## src/rtl/irq_pkg.sv

```systemverilog
package irq_pkg;
  localparam int CTRL_W   = 8;
  localparam int NUM_SRC  = 3;
  localparam int GIE_BIT  = 7;
  localparam int EN_LSB   = 3;
  localparam int FLAG_LSB = 0;
  localparam logic [CTRL_W-1:0] WR_MASK = 8'hBF;

  typedef struct packed {
    logic wrCtrl;
    logic takeIrq;
    logic setGie;
  } irq_strobe_t;
endpackage

```

## src/rtl/irq_datapath.sv

```systemverilog
module irq_datapath
  import irq_pkg::*;
#(
  parameter int NIB_W = 4
) (
  input  logic                clk,
  input  logic                rstN,
  input  irq_strobe_t         st,
  input  logic [CTRL_W-1:0]   wrData,
  input  logic                extPin,
  input  logic                extRiseSel,
  input  logic                timerOvf,
  input  logic [NIB_W-1:0]    portPins,
  input  logic                portRead,
  output logic [CTRL_W-1:0]   ctrlQ,
  output logic [NUM_SRC-1:0]  pendMask,
  output logic                gie
);
  logic [CTRL_W-1:0]  ctrlNext;
  logic [NIB_W-1:0]   portCopy;
  logic               extPrev;
  logic               extEdge;
  logic               portChg;
  logic [NUM_SRC-1:0] srcSet;

  assign extEdge = extRiseSel ? (extPin & ~extPrev) : (~extPin & extPrev);
  assign portChg = (portPins != portCopy);
  // source order matches flag bits: 2 timer, 1 external, 0 port change
  assign srcSet  = {timerOvf, extEdge, portChg};

  for (genvar g = 0; g < NUM_SRC; g++) begin : g_pend
    assign pendMask[g] = ctrlQ[FLAG_LSB+g] & ctrlQ[EN_LSB+g];
  end

  assign gie = ctrlQ[GIE_BIT];

  always_comb begin
    ctrlNext = ctrlQ;
    if (st.wrCtrl) ctrlNext = wrData & WR_MASK;
    if (st.takeIrq)     ctrlNext[GIE_BIT] = 1'b0;
    else if (st.setGie) ctrlNext[GIE_BIT] = 1'b1;
    ctrlNext[FLAG_LSB +: NUM_SRC] = ctrlNext[FLAG_LSB +: NUM_SRC] | srcSet;
  end

  always_ff @(posedge clk) begin
    if (!rstN) begin
      ctrlQ    <= '0;
      extPrev  <= 1'b0;
      portCopy <= '0;
    end else begin
      ctrlQ   <= ctrlNext;
      extPrev <= extPin;
      if (portRead) portCopy <= portPins;
    end
  end
endmodule

```

## src/rtl/irq_control.sv

```systemverilog
module irq_control
  import irq_pkg::*;
(
  input  logic               gie,
  input  logic [NUM_SRC-1:0] pendMask,
  input  logic               irqAck,
  input  logic               retIrq,
  input  logic               regWrEn,
  output irq_strobe_t        st,
  output logic               irqReq,
  output logic               pushReq
);
  assign irqReq     = gie & (|pendMask);
  assign st.takeIrq = irqAck & irqReq;
  assign st.setGie  = retIrq & ~st.takeIrq;
  assign st.wrCtrl  = regWrEn;
  assign pushReq    = st.takeIrq;
endmodule

```

## src/rtl/irq_ctrl_top.sv

```systemverilog
module irq_ctrl_top
  import irq_pkg::*;
#(
  parameter int NIB_W    = 4,
  parameter int VEC_W    = 13,
  parameter int VEC_ADDR = 4
) (
  input  logic              clk,
  input  logic              rstN,
  input  logic              extPin,
  input  logic              extRiseSel,
  input  logic              timerOvf,
  input  logic [NIB_W-1:0]  portPins,
  input  logic              portRead,
  input  logic              regWrEn,
  input  logic [CTRL_W-1:0] regWrData,
  output logic [CTRL_W-1:0] ctrlRd,
  output logic              irqReq,
  input  logic              irqAck,
  input  logic              retIrq,
  output logic              pushReq,
  output logic [VEC_W-1:0]  vecAddr
);
  irq_strobe_t        st;
  logic [NUM_SRC-1:0] pendMask;
  logic               gie;

  irq_control u_ctrl (
    .gie(gie), .pendMask(pendMask), .irqAck(irqAck), .retIrq(retIrq),
    .regWrEn(regWrEn), .st(st), .irqReq(irqReq), .pushReq(pushReq)
  );

  irq_datapath #(.NIB_W(NIB_W)) u_dp (
    .clk(clk), .rstN(rstN), .st(st), .wrData(regWrData),
    .extPin(extPin), .extRiseSel(extRiseSel), .timerOvf(timerOvf),
    .portPins(portPins), .portRead(portRead),
    .ctrlQ(ctrlRd), .pendMask(pendMask), .gie(gie)
  );

  assign vecAddr = VEC_W'(VEC_ADDR);
endmodule

```

## config.mk

```make
export PLATFORM = sky130hd
export DESIGN_NAME = irq_ctrl_top
export DESIGN_NICKNAME = d
export VERILOG_FILES = /design/src/rtl/irq_pkg.sv /design/src/rtl/irq_datapath.sv /design/src/rtl/irq_control.sv /design/src/rtl/irq_ctrl_top.sv
export SDC_FILE = /design/constraint.sdc
export NUM_CORES = 1
export LEC_CHECK = 0
export ABC_AREA = 1
export BUFFER_PORTS_ARGS = -buffer_cell sky130_fd_sc_hd__buf_2
export CAP_MARGIN = 20
export CORE_MARGIN = 3
export CORE_UTILIZATION = 46
export CTS_BUF_LIST = sky130_fd_sc_hd__clkbuf_4
export CTS_CLUSTER_DIAMETER = 30
export CTS_CLUSTER_SIZE = 24
export DETAILED_ROUTE_END_ITERATION = 12
export HOLD_SLACK_MARGIN = 0.08
export PLACE_DENSITY = 0.87
export SLEW_MARGIN = 25
export SYNTH_ARGS = -nofsm -noshare
export SYNTH_HDL_FRONTEND = slang
export SYNTH_SLANG_ARGS = --single-unit
```

## constraint.sdc

```tcl
create_clock -name clk -period 2.3 [get_ports clk]
set_input_delay 0.23 -clock clk [delete_from_list [all_inputs] [get_ports clk]]
set_output_delay 0.23 -clock clk [all_outputs]
set_load 0.01 [all_outputs]
```

---- After elaboration in Yosys (flattened, before gate mapping) ----
Cells that the tools add are included.
operators by class
  eq/ne operators ......................... 1
  multiplexer cells ....................... 3
  bitwise gates (word level) .............. 13
  reduce and logical (&&, ||, !) cells .... 3
operators with widths
  operator               number
  AND 1 bit              8
  2-to-1 mux 8 bit       1
  inequality test 4 bit  1
  inverter 1 bit         4
  OR 3 bit               1
  OR reduction 3 bit     1
  2-to-1 mux 1 bit       2
  nonzero test 2 bit     1
  OR reduction 2 bit     1
storage, ports and cells
  register bits after elaboration ......... 12
  output and inout bits ................... 23
  logic and storage cells ................. 25

---- Longest topological paths before layout ----
Gate-level depths: netlist of run 1.
  depth in word-level cells ............... 7
  gate-level depth with buffers ........... 7
  gate-level depth less buffers ........... 7

---- By module ----
A second synthesis of run 1 with hierarchy kept.
second synthesis, totals
  cells, all modules ...................... 110
  area, all modules ....................... 719.4 µm²
by module, submodules not included
  module        instances  cells each  area an instance (µm²)  seq. area each (µm²)
  irq_datapath  1          85          560.5                   240.2
  irq_ctrl_top  1          15          105.1                   0.0
  irq_control   1          10          53.8                    0.0

---- Worst setup path after synthesis of run 1 ----
OpenSTA, ideal clock, no wires.
  path type ............................... register -> output
  from .................................... register u_dp.ctrlQ[0]
  to ...................................... output port pushReq
  arrival ................................. 0.703 ns
  required time ........................... 2.070 ns
  slack ................................... 1.367 ns
  stages on the path, launching flop included .. 5
  path buffers ............................ 0
  cells stage by stage .................... dfxtp_1 > nand2_1 > nand3_1 > nand3_1 > inv_1
between the ends
  word-level cells in the longest chain between the ends .. 4
RTL lines
  what                      RTL line            source
  start: declaration        irq_datapath.sv:15  output logic [CTRL_W-1:0] ctrlQ,
  start signal: assignment  irq_datapath.sv:51  ctrlQ <= ctrlNext;
  AND 1 bit                 irq_datapath.sv:32  assign pendMask[g] = ctrlQ[FLAG_LSB+g] & ctrlQ[EN_LSB+g];
  OR reduction 3 bit        irq_control.sv:13   assign irqReq = gie & (|pendMask);
  AND 1 bit                 irq_control.sv:13
  AND 1 bit                 irq_control.sv:14   assign st.takeIrq = irqAck & irqReq;
  end: declaration          irq_ctrl_top.sv:21  output logic pushReq,
Every way passes these cells.

---- Worst setup path in the final report of run 1 ----
  from .................................... register u_dp.ctrlQ[5]
  to ...................................... output port pushReq
Same word-level chain as after synthesis.

==> results of run 1 <==
## worst paths after layout
path,from,to,slack [ps],depth (start not counted)
hold / removal,regWrData[3],u_dp.ctrlQ[3]$_SDFFE_PN0P_,170,3
hold reg to reg,u_dp.ctrlQ[2]$_SDFF_PN0_,u_dp.ctrlQ[2]$_SDFF_PN0_,490,2
setup reg to reg,u_dp.portCopy[3]$_SDFFE_PN0P_,u_dp.ctrlQ[0]$_SDFF_PN0_,1430,7
setup / recovery,u_dp.ctrlQ[5]$_SDFFE_PN0P_,pushReq,980,5
## worst register-to-register path, stage by stage (launching register included)
cell     delay [ps]
dfxtp_1         370
inv_1            50
nand2_1          50
nand2_1          50
nor2_1          100
nand3_1          70
nand2_1          60
inv_1            30
## layout by cell type (no fill, tap or decap), drive strengths merged
cell    instances
inv            14
nor2            9
clkinv          1
xnor2           1
clkbuf          3
buf            28
conb           14
dfxtp          12
a21oi           6
nand4           1
a21boi          1
nand2          25
nand3           4
nand3b          1
o21ai           7
## power by group through the flow
stage | combinational (mW) | sequential (mW) | clock (mW)
2_1_floorplan | 0.0683 | 0.240 | 0
3_3_place_gp | 0.0845 | 0.237 | 0
3_5_place_dp | 0.0883 | 0.238 | 0
4_1_cts | 0.0888 | 0.233 | 0.139
5_1_grt | 0.100 | 0.235 | 0.152
6_report | 0.0887 | 0.233 | 0.135
## layout make-up
class	instances	area share [%]
clock buffers	3	2.90
inverters	14	6.77
flip-flops and latches	12	31.0
multi-input cells	69	38.4
well taps	15	2.42
repair buffers	28	18.1
clock inverters	1	0.484
## flip-flops by register name (all words and copies together), names as in the netlist
register / cells
u_dp.portCopy: 4
u_dp.extPrev: 1
u_dp.ctrlQ: 7
## metal layers
layer / vias to the layer above / global-route usage, % / wire length (um) / share of wire (%)
li1: 330 / - / - / -
met1: 283 / 13.4 / 496 / 35
met2: 33 / 28.2 / 756 / 54
met3: 0 / 6.50 / 149 / 11
met4: 0 / 6.02 / 0 / 0
met5: - / 0 / 0 / 0
## logic make-up (layout without fill, tap and decap cells)
| group | after synthesis | in the layout | share of synthesized area, % |
|---|---|---|---|
| AO/OA/AOI/OAI | 14 | 14 | 10.8 |
| XOR/XNOR | 1 | 1 | 1.31 |
| buffers and inverters | 30 | 46 | 26.4 |
| flip-flops | 12 | 12 | 35.9 |
| other | 2 | 14 | 1.12 |
| AND/OR/NAND/NOR | 40 | 40 | 24.5 |
## metrics by stage
step                      worst slack [ps]  power (mW)  hold slack, ps
after floorplan                       1370       0.308             319
after global placement                1320       0.321             444
after detailed placement              1290       0.326             454
after CTS                              964       0.462             168
after global routing                   867       0.487             168
final                                  982       0.457             171
==> results.json, run 1 <==
{
  "status": "finished, final reports clean",
  "clkPwrFrac_pct": 29.6,
  "cts_hold_buf": 0,
  "cp_cell_sequence": "nand2_1, nand3_1, nand3_1, inv_1, buf_2",
  "fin_crit_sh_pct": 57.3,
  "leakagePower_nw": 0.472,
  "cts_max_level": 1,
  "finalNonFillerCells": 142,
  "antenna_cells": 0,
  "regArea_um2": 240,
  "yosysMostFrequentCell": "nand2_1",
  "synth_ff_type": "dfxtp_1",
  "slowest_stage": "dfxtp_1",
  "post-place-cells": 138,
  "internal_power_uw": 321,
  "floorplan.die_area_um2": 1950,
  "setup-tns-final_ps": 0,
  "dr.pass1.iters": 4,
  "dpl_cell_area_um2": 749,
  "synth_top_area_share_pct": 35.9,
  "synth_common_cells": "nand2_1, buf_4, inv_1, dfxtp_1, nor2_1",
  "io_pins": 44,
  "fin_skew_ps": 8.33,
  "grt_setup_unrepaired": "no",
  "drt-vias-per-instance": 4.55,
  "io_buffers": 28,
  "ys_seq_area_share_pct": 35.9,
  "clockBufferDepth": 2,
  "clkLatencyLatePin_ps": 280,
  "cts_resized": 0,
  "fillers": 132,
  "yosys.area.top_type": "dfxtp_1",
  "finalHoldViolations": 0,
  "antenna_found_initial": 0,
  "avgRoutedWirePerCell_um": 9.87,
  "p_sw_share_pct": 29.7,
  "cts_sinks": 12,
  "hold_path.class": "in -> reg",
  "cts_root_buf": "clkbuf_4",
  "synth_area_um2": 669,
  "synth_seq_cells": 12,
  "grt_overflow": 0,
  "combPwrFrac_pct": 19.4,
  "crit_type": "reg -> out",
  "grt_usage_pct": 14.8,
  "netSwitchingPower_uw": 136,
  "post-dp-hpwl_mm": 1.10,
  "peakVddDrop_mv": 0.386,
  "wl_mm": 1.40,
  "grt_pass1_vias": 536,
  "grt_pass1_wl_mm": 2.11,
  "multiInputGateArea_um2": 298,
  "fmax_mhz": 759,
  "cp.arrival_ps": 1090,
  "clk_pin_slew_ps": 80,
  "drc_errors": 0,
  "start_kind": "register",
  "synth_cell_types": 16,
  "sequentialPowerShare_pct": 51.0,
  "cpPeakStageDelay_ps": 370,
  "setup_violations": 0,
  "synthTopCellsByArea": "dfxtp_1, buf_4, nand2_1",
  "crit_path_end_kind": "primary output",
  "route.antenna.remaining_nets": 0,
  "min_period_ps": 1320,
  "initial_core_util_pct": 50.2,
  "vias": 646,
  "core.rowCount": 13,
  "die_w_um": 44.1,
  "cts_buffers": 3,
  "grt_max_degree": 13,
  "power_density_nw_per_um2": 590,
  "gp_congestion": 0.735,
  "die_y_um": 44.1,
  "final_util_pct": 58.2,
  "synth_edf_count": 0,
  "final_max_slew_viol_count": 0,
  "first_iter_violations": 11,
  "yosysWarningCount": 0,
  "core_area_um2": 1330,
  "cts_setup_buffers": 0,
  "maxCapViolCount": 0,
  "synth.avg_cell_area_um2": 6.76,
  "fin_area_um2": 776,
  "cp_num_buf_inv": 2,
  "nets": 149,
  "critical_path.top_delay_family": "flip-flops",
  "cts_tree": "done",
  "syn-instance-count": 99,
  "critPathMostFrequentCell": "nand3_1",
  "path_max_fanout": 3,
  "drive_above_1_share_pct": 26.0,
  "async_flop_share_pct": 0,
  "syn_to_final_growth_pct": 15.9,
  "worstPathRequired_ps": 2070
}
Note: power is estimated with default switching activity, not from simulation.
==> inputs of run 2 (changes only) <==
- CORE_UTILIZATION: 46 -> 42
- PLACE_DENSITY: 0.87 -> 0.8
- clock period: 2.3 -> 1.29 ns (I/O delays scaled with it)
==> results.json, run 2 (synthesis results as in run 1) <==
{
  "start_kind": "register",
  "setup_violations": 0,
  "antenna_cells": 0,
  "final_max_slew_viol_count": 0,
  "syn_to_final_growth_pct": 18.3,
  "wl_mm": 1.30,
  "largest_register_ffs": 7,
  "setup_ws_ps": 100,
  "drive_above_1_share_pct": 25.8,
  "final_util_pct": 56.6,
  "nets": 151,
  "grt_pass1_wl_mm": 1.98,
  "cts_sinks": 12,
  "route.antenna.remaining_nets": 0,
  "io_buffers": 28,
  "status": "finished, final reports clean",
  "dr.pass1.iters": 4,
  "grt_usage_pct": 13.2,
  "post-dp-hpwl_mm": 1.05,
  "leakagePower_nw": 0.479,
  "crit_type": "reg -> out",
  "peakVddDrop_mv": 0.780,
  "power_density_nw_per_um2": 1010,
  "die_w_um": 45.9,
  "avgRoutedWirePerCell_um": 9.06,
  "slowest_stage": "dfxtp_1",
  "vias": 617,
  "antenna_found_initial": 0,
  "core_area_um2": 1400,
  "finalHoldViolations": 0,
  "fmax_mhz": 840,
  "cp-startpoint": "u_dp.ctrlQ[2]$_SDFF_PN0_",
  "initial_core_util_pct": 47.9,
  "first_iter_violations": 5,
  "clockBufferDepth": 2,
  "cts_root_buf": "clkbuf_4",
  "grt_overflow": 0,
  "gp_congestion": 0.736,
  "floorplan.die_area_um2": 2110,
  "grt_pass1_vias": 514,
  "core.rowCount": 13,
  "fin_crit_sh_pct": 92.2,
  "cts_max_level": 1,
  "pre_cts_slack_ps": 389,
  "p_total_uw": 800,
  "cp_num_buf_inv": 2,
  "layout_commonest_cell": "buf_2",
  "drt-vias-per-instance": 4.31,
  "min_period_ps": 1190,
  "r2r_start": "u_dp.portCopy[0]$_SDFFE_PN0P_",
  "post-place-cells": 138,
  "dpl_cell_area_um2": 749,
  "finalNonFillerCells": 143,
  "min_from": "regWrData[3]",
  "worstPathRequired_ps": 1160,
  "cts_buffers": 3,
  "critical_path.top_delay_family": "flip-flops",
  "final_cell_mix": "buf_2, nand2_1, conb_1",
  "hold_path.class": "in -> reg",
  "setup-tns-final_ps": 0,
  "path_max_fanout": 3,
  "clk_pin_slew_ps": 70,
  "hold_slack_ps": 95.6,
  "cp_cell_sequence": "nand2_1, nand3_1, nand3_1, inv_1, buf_2",
  "die_y_um": 45.9,
  "io_pins": 44,
  "grt_setup_unrepaired": "no",
  "critPathMostFrequentCell": "nand3_1",
  "cts_resized": 0,
  "fin_area_um2": 792,
  "crit_path_end_kind": "primary output",
  "fin_skew_ps": 3.58,
  "maxCapViolCount": 0,
  "grt_max_degree": 13,
  "cp.arrival_ps": 1060,
  "clkLatencyLatePin_ps": 270,
  "drc_errors": 0,
  "reg_top3": "u_dp.ctrlQ (7), u_dp.portCopy (4), u_dp.extPrev (1)",
  "cpPeakStageDelay_ps": 360,
  "regMostFlops": "u_dp.ctrlQ",
  "cts_tree": "done"
}
run 2: power by group:
| part | internal (mW) | switching (mW) | total (mW) |
|---|---|---|---|
| Clock | 0.108 | 0.117 | 0.225 |
| Sequential | 0.397 | 0.0183 | 0.416 |
| Combinational | 0.0675 | 0.0923 | 0.160 |
| Total | 0.573 | 0.227 | 0.800 |
run 2: routing by layer:
metal	global-route usage (%)	vias to the layer above	share of wire (%)	routed length (um)
li1	-	332	-	-
met1	13.8	256	40	522
met2	23.4	29	48	623
met3	6.32	0	12	150
met4	3.41	0	0	0
met5	0	-	0	0
run 2: cell type report:
cell class              count  area, um^2
clock buffers               3        22.5
fillers                   156         607
inverters                  14        52.6
multi-input cells          69         298
flip-flops and latches     12         240
well taps                  15        18.8
repair buffers             30         160
run 2: worst paths after layout:
check / end / slack (ps) / cells after the start
worst max register to register: u_dp.ctrlQ[0]$_SDFF_PN0_ / 420 / 7
worst min-delay path: u_dp.ctrlQ[3]$_SDFFE_PN0P_ / 100 / 3
worst min register to register: u_dp.ctrlQ[2]$_SDFF_PN0_ / 510 / 2
worst max-delay path: pushReq / 100 / 5
run 2: timing repair:
| action | 4_1_cts | 5_1_grt |
|---|---|---|
| buffers inserted | 0 | 0 |
| hold endpoints to repair | 1 | 1 |
| hold buffers | 1 | 1 |
| setup endpoints to repair | 0 | 0 |
run 2: worst min-delay path, stage by stage:
cell    delay (ps)
buf_2           70
nor2_1          30
nor2_1          90
==> inputs of run 3 (changes only) <==
- CORE_MARGIN: 3 -> not set
==> results.json, run 3 (synthesis results as in run 1) <==
{
  "cts_buffers": 3,
  "grt_pass1_vias": 528,
  "final_max_slew_viol_count": 0,
  "crit_path_end_kind": "primary output",
  "cts_tree": "done",
  "first_iter_violations": 10,
  "p_sw_share_pct": 28.0,
  "min_from": "portPins[1]",
  "fin_skew_ps": 5.51,
  "finalHoldViolations": 0,
  "layout_commonest_cell": "buf_2",
  "die_w_um": 41.9,
  "min_period_ps": 1170,
  "reg_top3": "u_dp.ctrlQ (7), u_dp.portCopy (4), u_dp.extPrev (1)",
  "combPwrFrac_pct": 20.3,
  "grt_pass1_wl_mm": 2.10,
  "start_kind": "register",
  "violations": "DRC",
  "cts_setup_buffers": 0,
  "wl_mm": 1.23,
  "nets": 153,
  "regToRegEndpoint": "u_dp.ctrlQ[0]$_SDFF_PN0_",
  "peakVddDrop_mv": 0.631,
  "grt_overflow": 0,
  "r2r_start": "u_dp.portCopy[3]$_SDFFE_PN0P_",
  "cts_sinks": 12,
  "final_cell_mix": "buf_2, nand2_1, conb_1",
  "finalNonFillerCells": 147,
  "dr.pass1.iters": 8,
  "gp_congestion": 0.673,
  "grt_max_degree": 13,
  "setup_violations": 0,
  "avgRoutedWirePerCell_um": 8.35,
  "fmax_mhz": 858,
  "regMostFlops": "u_dp.ctrlQ",
  "final_util_pct": 55.2,
  "reg2reg_depth": 7,
  "post-place-cells": 139,
  "grt_usage_pct": 15.5,
  "floorplan.die_area_um2": 1760,
  "status": "complete, but fails checks",
  "setup_ws_ps": 124,
  "regArea_um2": 245,
  "min_path_cells": 3,
  "hold_path_end": "u_dp.portCopy[1]$_SDFFE_PN0P_",
  "path_max_fanout": 3,
  "hold_path.class": "in -> reg",
  "crit_type": "reg -> out",
  "grt_setup_unrepaired": "no",
  "worstPathRequired_ps": 1160,
  "die_y_um": 41.9,
  "drt-vias-per-instance": 4.45,
  "largest_register_ffs": 7,
  "drive_above_1_share_pct": 28.2,
  "io_pins": 44,
  "antenna_found_initial": 0,
  "drc_errors": 1,
  "cts_root_buf": "clkbuf_4",
  "vias": 654,
  "core.rowCount": 14,
  "clkPwrFrac_pct": 28.2,
  "core_area_um2": 1490,
  "io_buffers": 28,
  "setup-tns-final_ps": 0,
  "power_density_nw_per_um2": 984,
  "fin_crit_sh_pct": 90.4,
  "maxCapViolCount": 0,
  "clkLatencyLatePin_ps": 270,
  "route.antenna.remaining_nets": 0,
  "fillers": 141,
  "post-dp-hpwl_um": 953,
  "clk_pin_slew_ps": 70,
  "sequentialPowerShare_pct": 51.5,
  "syn_to_final_growth_pct": 22.8,
  "initial_core_util_pct": 45.0,
  "pre_cts_slack_ps": 394,
  "antenna_cells": 0,
  "clockBufferDepth": 2,
  "leakagePower_nw": 0.489,
  "p_total_uw": 809,
  "cp-startpoint": "u_dp.ctrlQ[2]$_SDFF_PN0_",
  "multiInputGateArea_um2": 298,
  "cts_max_level": 1,
  "netSwitchingPower_uw": 227,
  "internal_power_uw": 582,
  "cp.arrival_ps": 1040,
  "rrSetupSlack_ps": 450
}
run 3: stage by stage:
stage / hold WS [ps] / cell area (um^2)
floorplan: 218 / 714
global placement: 345 / 751
finish: 119 / 822
global route: 127 / 822
detailed placement: 346 / 751
CTS: 110 / 817
run 3: how the worst max path moves through the flow:
stage | end | slack, ps | cells past startpoint
global placement | pushReq | 420 | 5
detailed placement | pushReq | 390 | 5
CTS | pushReq | 80 | 5
finish | pushReq | 120 | 5
floorplan | pushReq | 460 | 4
global route | pushReq | 1 | 5
run 3: power by group through the flow:
stage / sequential (mW) / combinational (mW) / clock, mW
after CTS: 0.415 / 0.165 / 0.242
after detailed placement: 0.424 / 0.155 / 0
after global routing: 0.421 / 0.187 / 0.265
after global placement: 0.422 / 0.152 / 0
final: 0.417 / 0.164 / 0.228
after floorplan: 0.428 / 0.122 / 0
run 3: repair_timing:
action                                  CTS  global route
gates resized for setup                   0             4
hold buffers                              4             0
endpoints found under the setup margin    0             1
endpoints found under the hold margin     4             0
run 3: worst max-delay path: stages (launching register included):
cell and delay (ps):
dfxtp_1 350, nand2_1 60, nand3_1 100, nand3_1 90
inv_1 60, buf_2 120
run 3: layout make-up:
cell class                      count  share of cell area [%]
Multi-Input combinational cell     69                    36.2
Timing Repair Buffer               32                    21.9
Clock inverter                      1                   0.457
Tap cell                           16                    2.44
Clock buffer                        3                    2.74
Inverter                           14                    6.39
Sequential cell                    12                    29.8
run 3: metal layers:
layer | track usage [%] | part of all wire [%] | vias up
met5 | 0 | 0 | -
met4 | 3.87 | 0 | 0
met3 | 7.39 | 10 | 0
met2 | 26.9 | 52 | 32
met1 | 16.8 | 38 | 285
li1 | - | - | 337
